**src/rtl/par_pkg.sv**
```systemverilog
// Package: shared coverage codes for the partial-array refresh scheduler.
// Assumes codes at or above COV_NONE all mean "refresh nothing".
package par_pkg;
    typedef enum logic [2:0] {
        COV_FULL    = 3'd0,
        COV_HALF    = 3'd1,
        COV_QUARTER = 3'd2,
        COV_EIGHTH  = 3'd3,
        COV_NONE    = 3'd4
    } cov_e;
endpackage

```
**src/rtl/par_range_decode.sv**
```systemverilog
// par_range_decode: turns the coverage code and the anchor bit into a region
// base and an offset mask (region size minus one). Assumes ROW_BITS >= 3, so
// that the eighth-array region is at least one row.
module par_range_decode #(
    parameter int ROW_BITS = 10
) (
    input  logic [2:0]          cov,
    input  logic                top,
    output logic [ROW_BITS-1:0] base,
    output logic [ROW_BITS-1:0] mask,
    output logic                none
);
    import par_pkg::*;
    localparam logic [ROW_BITS-1:0] ALL_ONES = {ROW_BITS{1'b1}};

    // Decode the fraction into a mask, and the anchor into a base.
    always_comb begin
        none = (cov >= COV_NONE);
        mask = ALL_ONES >> cov[1:0];
        base = top ? ~mask : '0;
    end
endmodule

```
**src/rtl/par_row_counter.sv**
```systemverilog
// par_row_counter: holds the sweep position. It offers the row to refresh now
// (the counter when it is inside the region, otherwise the region base), and
// advances with wrap on adv. Assumes base is aligned to mask + 1.
module par_row_counter #(
    parameter int ROW_BITS = 10
) (
    input  logic                clk,
    input  logic                rst_n,
    input  logic                adv,
    input  logic [ROW_BITS-1:0] base,
    input  logic [ROW_BITS-1:0] mask,
    output logic [ROW_BITS-1:0] issue_row
);
    localparam logic [ROW_BITS-1:0] ONE = {{(ROW_BITS-1){1'b0}}, 1'b1};

    logic [ROW_BITS-1:0] cnt;
    logic [ROW_BITS-1:0] inc;
    logic                in_rng;

    // Choose the row to issue and its wrapped successor.
    always_comb begin
        in_rng    = ((cnt & ~mask) == base);
        issue_row = in_rng ? cnt : base;
        inc       = ((issue_row + ONE) & mask) | base;
    end

    // Step the sweep position once per accepted refresh.
    always_ff @(posedge clk) begin
        if (!rst_n)   cnt <= '0;
        else if (adv) cnt <= inc;
    end
endmodule

```
**src/rtl/par_lost_flag.sv**
```systemverilog
// par_lost_flag: classifies one row as refreshed or lost under the current
// configuration. Purely combinational.
module par_lost_flag #(
    parameter int ROW_BITS = 10
) (
    input  logic [ROW_BITS-1:0] row,
    input  logic [ROW_BITS-1:0] base,
    input  logic [ROW_BITS-1:0] mask,
    input  logic                none,
    output logic                lost
);
    // A row is lost when coverage is none or its high bits miss the base.
    always_comb lost = none | ((row & ~mask) != base);
endmodule

```
**src/rtl/par_refresh_sched.sv**
```systemverilog
// par_refresh_sched: issues one refresh row per accepted tick inside a
// power-of-two region anchored at either end of a 2^ROW_BITS-row array.
// It also flags queried rows outside that region. Configuration may change
// at any time. Assumes tick is a single-cycle request.
module par_refresh_sched #(
    parameter int ROW_BITS = 10
) (
    input  logic                clk,
    input  logic                rst_n,
    input  logic [2:0]          cfg_cov,
    input  logic                cfg_top,
    input  logic                deep_pd,
    input  logic                tick,
    output logic [ROW_BITS-1:0] ref_row,
    output logic                ref_valid,
    input  logic [ROW_BITS-1:0] chk_row,
    output logic                chk_lost
);
    logic [ROW_BITS-1:0] base;
    logic [ROW_BITS-1:0] mask;
    logic                none;
    logic [ROW_BITS-1:0] issue_row;
    logic                accept;

    par_range_decode #(.ROW_BITS(ROW_BITS)) u_dec (
        .cov (cfg_cov),
        .top (cfg_top),
        .base(base),
        .mask(mask),
        .none(none)
    );

    par_row_counter #(.ROW_BITS(ROW_BITS)) u_cnt (
        .clk      (clk),
        .rst_n    (rst_n),
        .adv      (accept),
        .base     (base),
        .mask     (mask),
        .issue_row(issue_row)
    );

    par_lost_flag #(.ROW_BITS(ROW_BITS)) u_lost (
        .row (chk_row),
        .base(base),
        .mask(mask),
        .none(none),
        .lost(chk_lost)
    );

    // A tick is served unless power-down or empty coverage blocks it.
    always_comb accept = tick & ~deep_pd & ~none;

    // Register the issued row and its one-cycle strobe.
    always_ff @(posedge clk) begin
        if (!rst_n) begin
            ref_row   <= '0;
            ref_valid <= 1'b0;
        end else begin
            ref_valid <= accept;
            if (accept) ref_row <= issue_row;
        end
    end
endmodule

```
**config.mk**
```make
export PLATFORM = sky130hd
export DESIGN_NAME = par_refresh_sched
export DESIGN_NICKNAME = d
export VERILOG_FILES = /design/src/rtl/par_pkg.sv /design/src/rtl/par_range_decode.sv /design/src/rtl/par_row_counter.sv /design/src/rtl/par_lost_flag.sv /design/src/rtl/par_refresh_sched.sv
export SDC_FILE = /design/constraint.sdc
export NUM_CORES = 1
export LEC_CHECK = 0
export ABC_AREA = 0
export BUFFER_PORTS_ARGS = -buffer_cell sky130_fd_sc_hd__buf_2
export CAP_MARGIN = 30
export CORE_ASPECT_RATIO = 0.9
export CORE_MARGIN = 2
export CORE_UTILIZATION = 40
export CTS_CLUSTER_SIZE = 16
export DETAILED_ROUTE_END_ITERATION = 8
export PLACE_DENSITY = 0.6
export SYNTH_ARGS = -nofsm -noshare
export SYNTH_HDL_FRONTEND = slang
export SYNTH_HIERARCHICAL = 1
export SYNTH_SLANG_ARGS = --single-unit
```
**constraint.sdc**
```tcl
create_clock -name clk -period 5.9 [get_ports clk]
set_input_delay 0.885 -clock clk [delete_from_list [all_inputs] [get_ports clk]]
set_output_delay 0.885 -clock clk [all_outputs]
set_load 0.01 [all_outputs]
```
Word level (Yosys, flattened, before mapping):

Index checks and enable logic that the tools add are counted.

* output and inout bits: 12
* input port bits: 18
* word-level logic and storage cells: 20
* bits in registers: 21

* $add $sub $neg: 1
* bitwise gates (word level): 10
* muxes and demuxes: 2
* equality and inequality tests: 2
* shift operators: 1
* order comparisons: 1

Operators by type and width (count)
* 10-bit AND: 3
* 10-bit 2-to-1 mux: 2
* 10-bit by 1-bit adder with 10-bit output, second input constant: 1
* 10-bit equality test: 1
* 10-bit != test: 1
* 10-bit inverter: 1
* 10-bit OR: 1
* 10-bit by 2-bit >> shifter with 10-bit output, first input constant: 1
* 3-bit greater-or-equal comparator, second input constant: 1
* 1-bit AND: 2
* 1-bit inverter: 2
* 1-bit OR: 1

Logic depth before layout (Yosys ltp):

* word-level depth: 8
* mapped depth: 13
* depth with buffers taken out: 12

Modules after synthesis:

Netlist, hierarchy kept.

By module, submodules not included
* par_row_counter: times used 1, area an instance 1036.0 µm², seq. area each 200.2 µm², cells each 127
* par_refresh_sched: times used 1, area an instance 441.7 µm², seq. area each 220.2 µm², cells each 46
* par_lost_flag: times used 1, area an instance 187.7 µm², seq. area each 0.0 µm², cells each 24
* par_range_decode: times used 1, area an instance 148.9 µm², seq. area each 0.0 µm², cells each 23

Least setup slack after synthesis:

No wires, ideal clock.

* path type: input-to-reg
* start point: input cfg_cov[0]
* end point: register u_cnt.cnt[6]
* slack: 2898 ps
* setup time: 75 ps
* data required time: 5825 ps
* stages on the path: 11
* arrival time: 2927 ps
* buffers on the path: 1
* cell sequence: o21a_1 > xnor2_1 > nand4_1 > nor4_4 > buf_6 > mux2_1 > ha_1 > nand2_1 > xor2_1 > mux2_2 > o22ai_1

* longest elaborated chain between the ends: 8
* elaborated cells between the ends (all ways): 12
* classes of those cells: add/sub: 1; order compare: 1; eq/ne: 1; shift: 1; mux: 2; bitwise: 6

RTL lines
* from (decl): RTL line par_refresh_sched.sv:10 `input logic [2:0] cfg_cov,`
* 10-bit by 2-bit >> shifter with 10-bit output *: RTL line par_range_decode.sv:19 `mask = ALL_ONES >> cov[1:0];`
* 10-bit inverter *: RTL line par_range_decode.sv:20, par_row_counter.sv:22
* 10-bit AND / 10-bit 2-to-1 mux (equally long branches): RTL line par_row_counter.sv:22, par_range_decode.sv:20
* 10-bit equality test: RTL line par_row_counter.sv:22 `in_rng = ((cnt & ~mask) == base);`
* 10-bit 2-to-1 mux *: RTL line par_row_counter.sv:23 `issue_row = in_rng ? cnt : base;`
* net issue_row[1]: RTL line par_refresh_sched.sv:22 `logic [ROW_BITS-1:0] issue_row;`
* 10-bit by 1-bit adder with 10-bit output *: RTL line par_row_counter.sv:24 `inc = ((issue_row + ONE) & mask) | base;`
* 10-bit AND *: RTL line par_row_counter.sv:24
* 10-bit OR *: RTL line par_row_counter.sv:24
* to (signal assigned): RTL line par_row_counter.sv:30 `else if (adv) cnt <= inc;`
* to (decl): RTL line par_row_counter.sv:16 `logic [ROW_BITS-1:0] cnt;`

The timed path passes the listed nets; every way through them passes the cells marked *.
A chain may end at the register's enable or synchronous reset.

Final worst setup path:

* start point: input cfg_cov[0]
* end point: register u_cnt.cnt[6]

* longest elaborated chain between the ends: 8
* elaborated cells between the ends (all ways): 12
* classes of those cells: add/sub: 1; order compare: 1; eq/ne: 1; shift: 1; mux: 2; bitwise: 6

RTL lines
* 10-bit by 2-bit >> shifter with 10-bit output: RTL line par_range_decode.sv:19
* 10-bit inverter: RTL line par_range_decode.sv:20 `base = top ? ~mask : '0;`
* 10-bit 2-to-1 mux: RTL line par_range_decode.sv:20
* net base[9]: RTL line par_refresh_sched.sv:19 `logic [ROW_BITS-1:0] base;`
* 10-bit equality test: RTL line par_row_counter.sv:22
* 10-bit 2-to-1 mux: RTL line par_row_counter.sv:23
* net issue_row[0]: RTL line par_refresh_sched.sv:22
* 10-bit by 1-bit adder with 10-bit output: RTL line par_row_counter.sv:24
* 10-bit AND: RTL line par_row_counter.sv:24
* 10-bit OR: RTL line par_row_counter.sv:24

The timed path passes the listed nets, and every way through them passes these cells.

==> summary.txt <==
Detailed routing
  • WL per Instance: roughly 13 um
  • DR vias: 1492
  • WL final: 4.03 mm
  • Final ANT Viol Nets: 0
  • Post-detailed-route DRC marker count: 0
  • First DRT Iteration DRCs: 84
  • Via density: 4.86
  • First-pass iteration count of the detailed router: 4

Timing
  • Min Clock Period, post-route: approximately 3.1 ns
  • Crit share post-route: 0.524
  • Setup_tns: 0 ns
  • Headroom to the max-slew limit: 0.596
  • RSZ-0062 raised after global routing: false
  • Final Hold Viols: 0
  • Endpoints failing setup: 0
  • Least-Margin Pin Slew: slightly above 0.6 ns
  • Max-slew violation count: 0
  • Clock Skew: approximately 0.0026 ns
  • Fmax achieved: roughly 320 MHz

Clock network
  • Root Driver: clkbuf_8
  • Cts hold-fix bufs: 0
  • Worst-Skew Late Latency: roughly 0.26 ns
  • H-tree lvl count: 1
  • TritonCTS buffer count: 3
  • # resized after CTS: 0
  • Post-CTS setup buffers: 0
  • Clock buffer depth: 2
  • Clock sinks: 21
  • Clock slew at reported path FFs: ~0.08 ns
  • CTS tree: yes

Die
  • # rows: 23
  • Initial Util: 0.412
  • Die height: about 68 um
  • Core area: between 0.004 and 0.005 sq mm
  • Num ports: 30
  • Die W: 75.0 um
  • Die area: slightly above 0.005 sq mm

GRT
  • Grt ovf: 0
  • Largest net degree at the start of global routing: 36
  • Total GRT Usage: 0.174
  • First-pass GRT wire length: 6.67 mm
  • Vias in the first global route: roughly 1400
  • Initial antenna violation count: 0

Critical path
  • Critical path data arrival time: between 3 and 4 ns
  • CP cell instances: buf_2 > o21a_1 > xnor2_1 > nand4_1 > nor4_4 > buf_4 > mux2_1 > ha_1 > nand2_1 > xor2_1 > mux2_2 > o22ai_1
  • Slowest stage delay, CP: between 0.3 and 0.4 ns
  • Crit Path Max Fanout: 24
  • R2r startpoint: u_cnt/cnt[9]
  • Setup CP Type: in -> reg
  • Startpoint Class: input port
  • Data required time of the critical path: between 6 and 7 ns
  • Critical-path top delay cell: buf_4
  • Crit path from: cfg_cov[0]
  • CP Capture Type: flop

Power
  • Clock power share: 0.301
  • PD cells: about 160 mW/mm^2
  • Int Pwr: 0.000226 W
  • Worst IR drop on VDD: 0.106 mV
  • Reg power frac: 0.477
  • Comb power frac: 0.221
  • Net Sw Power: between 0.00009 and 0.0001 W
  • Leakage Power: approximately 0.73 nW
  • Sw Share: 0.300
  • Overall power consumption: 0.000323 W

Final layout
  • Nets@finish: around 270
  • Most frequent cells in the layout: buf_2, nand2_1, xnor2_1
  • Multi-input gate area in the final layout: 0.00126 sq mm
  • Filler cells: approximately 450
  • Synthesis-to-finish area growth: 9.31%
  • Commonest non-fill, non-tap cell in the layout: buf_2
  • Ant. Diodes: 0
  • Flip-flop and latch area: 420 sq um
  • Layout cell share with drive strength beyond 1: 0.184

Logic synthesis
  • Mapped Area: 0.00181 sq mm
  • Sequential area share after synthesis: 0.232
  • FFs w/ async S/R, synth: 0
  • Distinct cell type count after synthesis: 38
  • FF+latch count, synth: 21
  • Warning count from the yosys run: 6
  • Primary FF master, synth: dfxtp_1
  • Average cell area after synthesis: between 8 and 9 sq um
  • Post-Syn Instances: 220
  • Post-synth EDFFs: 0

Placed design
  • GPL Wtd Cong: roughly 0.85
  • Port Buffers: 29
  • Post-DP HPWL: approximately 2.9 mm

Worst hold path
  • Worst hold path class: reg -> reg
  • Worst hold start: ref_row[8]

Flow run
  • Max Cap Viol: 0

Outcome
  • Status: finished clean
-- flip-flops by register name, indices dropped and copies added, names as in the netlist --
| signal | flops |
|---|---|
| u_cnt/cnt | 10 |
| ref_valid | 1 |
| ref_row | 10 |
-- final cells by class --
type,instances,share of cell area
Sequential cell,21,0.212
Clock inverter,1,0.00252
Timing Repair Buffer,31,0.0808
Inverter,4,0.00757
Clock buffer,3,0.0208
Tap cell,62,0.0391
Multi-Input combinational cell,185,0.637
-- routing by layer --
metal	wire [um]	vias up	GRT usage	part of all wire
li1	-	785	-	-
met1	2070	676	0.250	0.51
met2	1720	23	0.251	0.43
met3	164	8	0.0398	0.041
met4	71	0	0.0670	0.018
met5	0	-	0	0
-- Yosys cell counts (2+ instances only) --
library cell  count  area share
nor2b_1           9       0.031
and4_1            2      0.0097
buf_6             3       0.019
xor2_1            3       0.014
nor2_1            9       0.019
xnor2_1          24        0.12
conb_1            2      0.0041
o21ai_0          10       0.028
buf_4            14       0.058
nor3_1            2      0.0055
and3_1            4       0.014
nand2_1          28       0.058
nor4_2            2       0.014
nand4_1           5       0.017
inv_1             4      0.0083
o22ai_2           3       0.021
o211ai_1          6       0.025
a21oi_1           3      0.0083
mux2i_1          14       0.077
clkbuf_1          3      0.0062
buf_2             2      0.0055
o31a_1            2      0.0097
o21a_1            5       0.021
mux2_1            8       0.050
nand2b_1         11       0.038
nand3_1          10       0.028
dfxtp_1          21        0.23
-- per-stage QoR --
stage	cell area (sq um)	instances	utilization	setup WS [ns]	hold WS [ns]
after global placement	1940	303	0.440	2.63	0.444
after CTS	1980	307	0.450	2.82	0.461
final	1980	307	0.450	2.81	0.457
after floorplan	1860	232	-	2.90	0.479
after global routing	1980	307	0.450	2.66	0.470
after detailed placement	1940	303	0.440	2.55	0.446
-- worst paths after layout --
kind / endpoint / slack, ns / cells past startpoint
setup / recovery: u_cnt/cnt[6] / 2.81 / 12
hold / removal: ref_row[8] / 0.46 / 2
setup reg to reg: u_cnt/cnt[6] / 3.25 / 11
hold reg to reg: ref_row[8] / 0.46 / 2
-- cells by family (layout without fill, tap and decap cells) --
logic type,Yosys count,count (layout),share of synthesized area
other,2,14,0.00414
buffers and inverters,26,39,0.0965
DFF,21,21,0.232
AOI/OAI and AO/OA,32,32,0.124
muxes,23,23,0.133
and+or+nand+nor,88,88,0.273
xor gates and xnor gates,27,27,0.130
adders and majority gates,1,1,0.00690
-- worst max-delay path, delay by kind of cell --
| kind | cells | cell delay, ns |
|---|---|---|
| AND/OR/NAND/NOR | 3 | 0.52 |
| multiplexers | 2 | 0.50 |
| buffers and inverters | 2 | 0.45 |
| AO/OA/AOI/OAI | 2 | 0.34 |
| XOR/XNOR | 2 | 0.33 |
| adder cells (fa/ha/maj) | 1 | 0.26 |
-- power by group through the flow --
stage	clock network [W]	registers, W	logic [W]
after floorplan	0	0.000157	0.0000585
after global placement	0	0.000158	0.0000670
after detailed placement	0	0.000157	0.0000671
after CTS	0.000103	0.000154	0.0000676
after global routing	0.000106	0.000156	0.0000799
final	0.0000974	0.000154	0.0000716
Power figures use the tool's default switching activity.
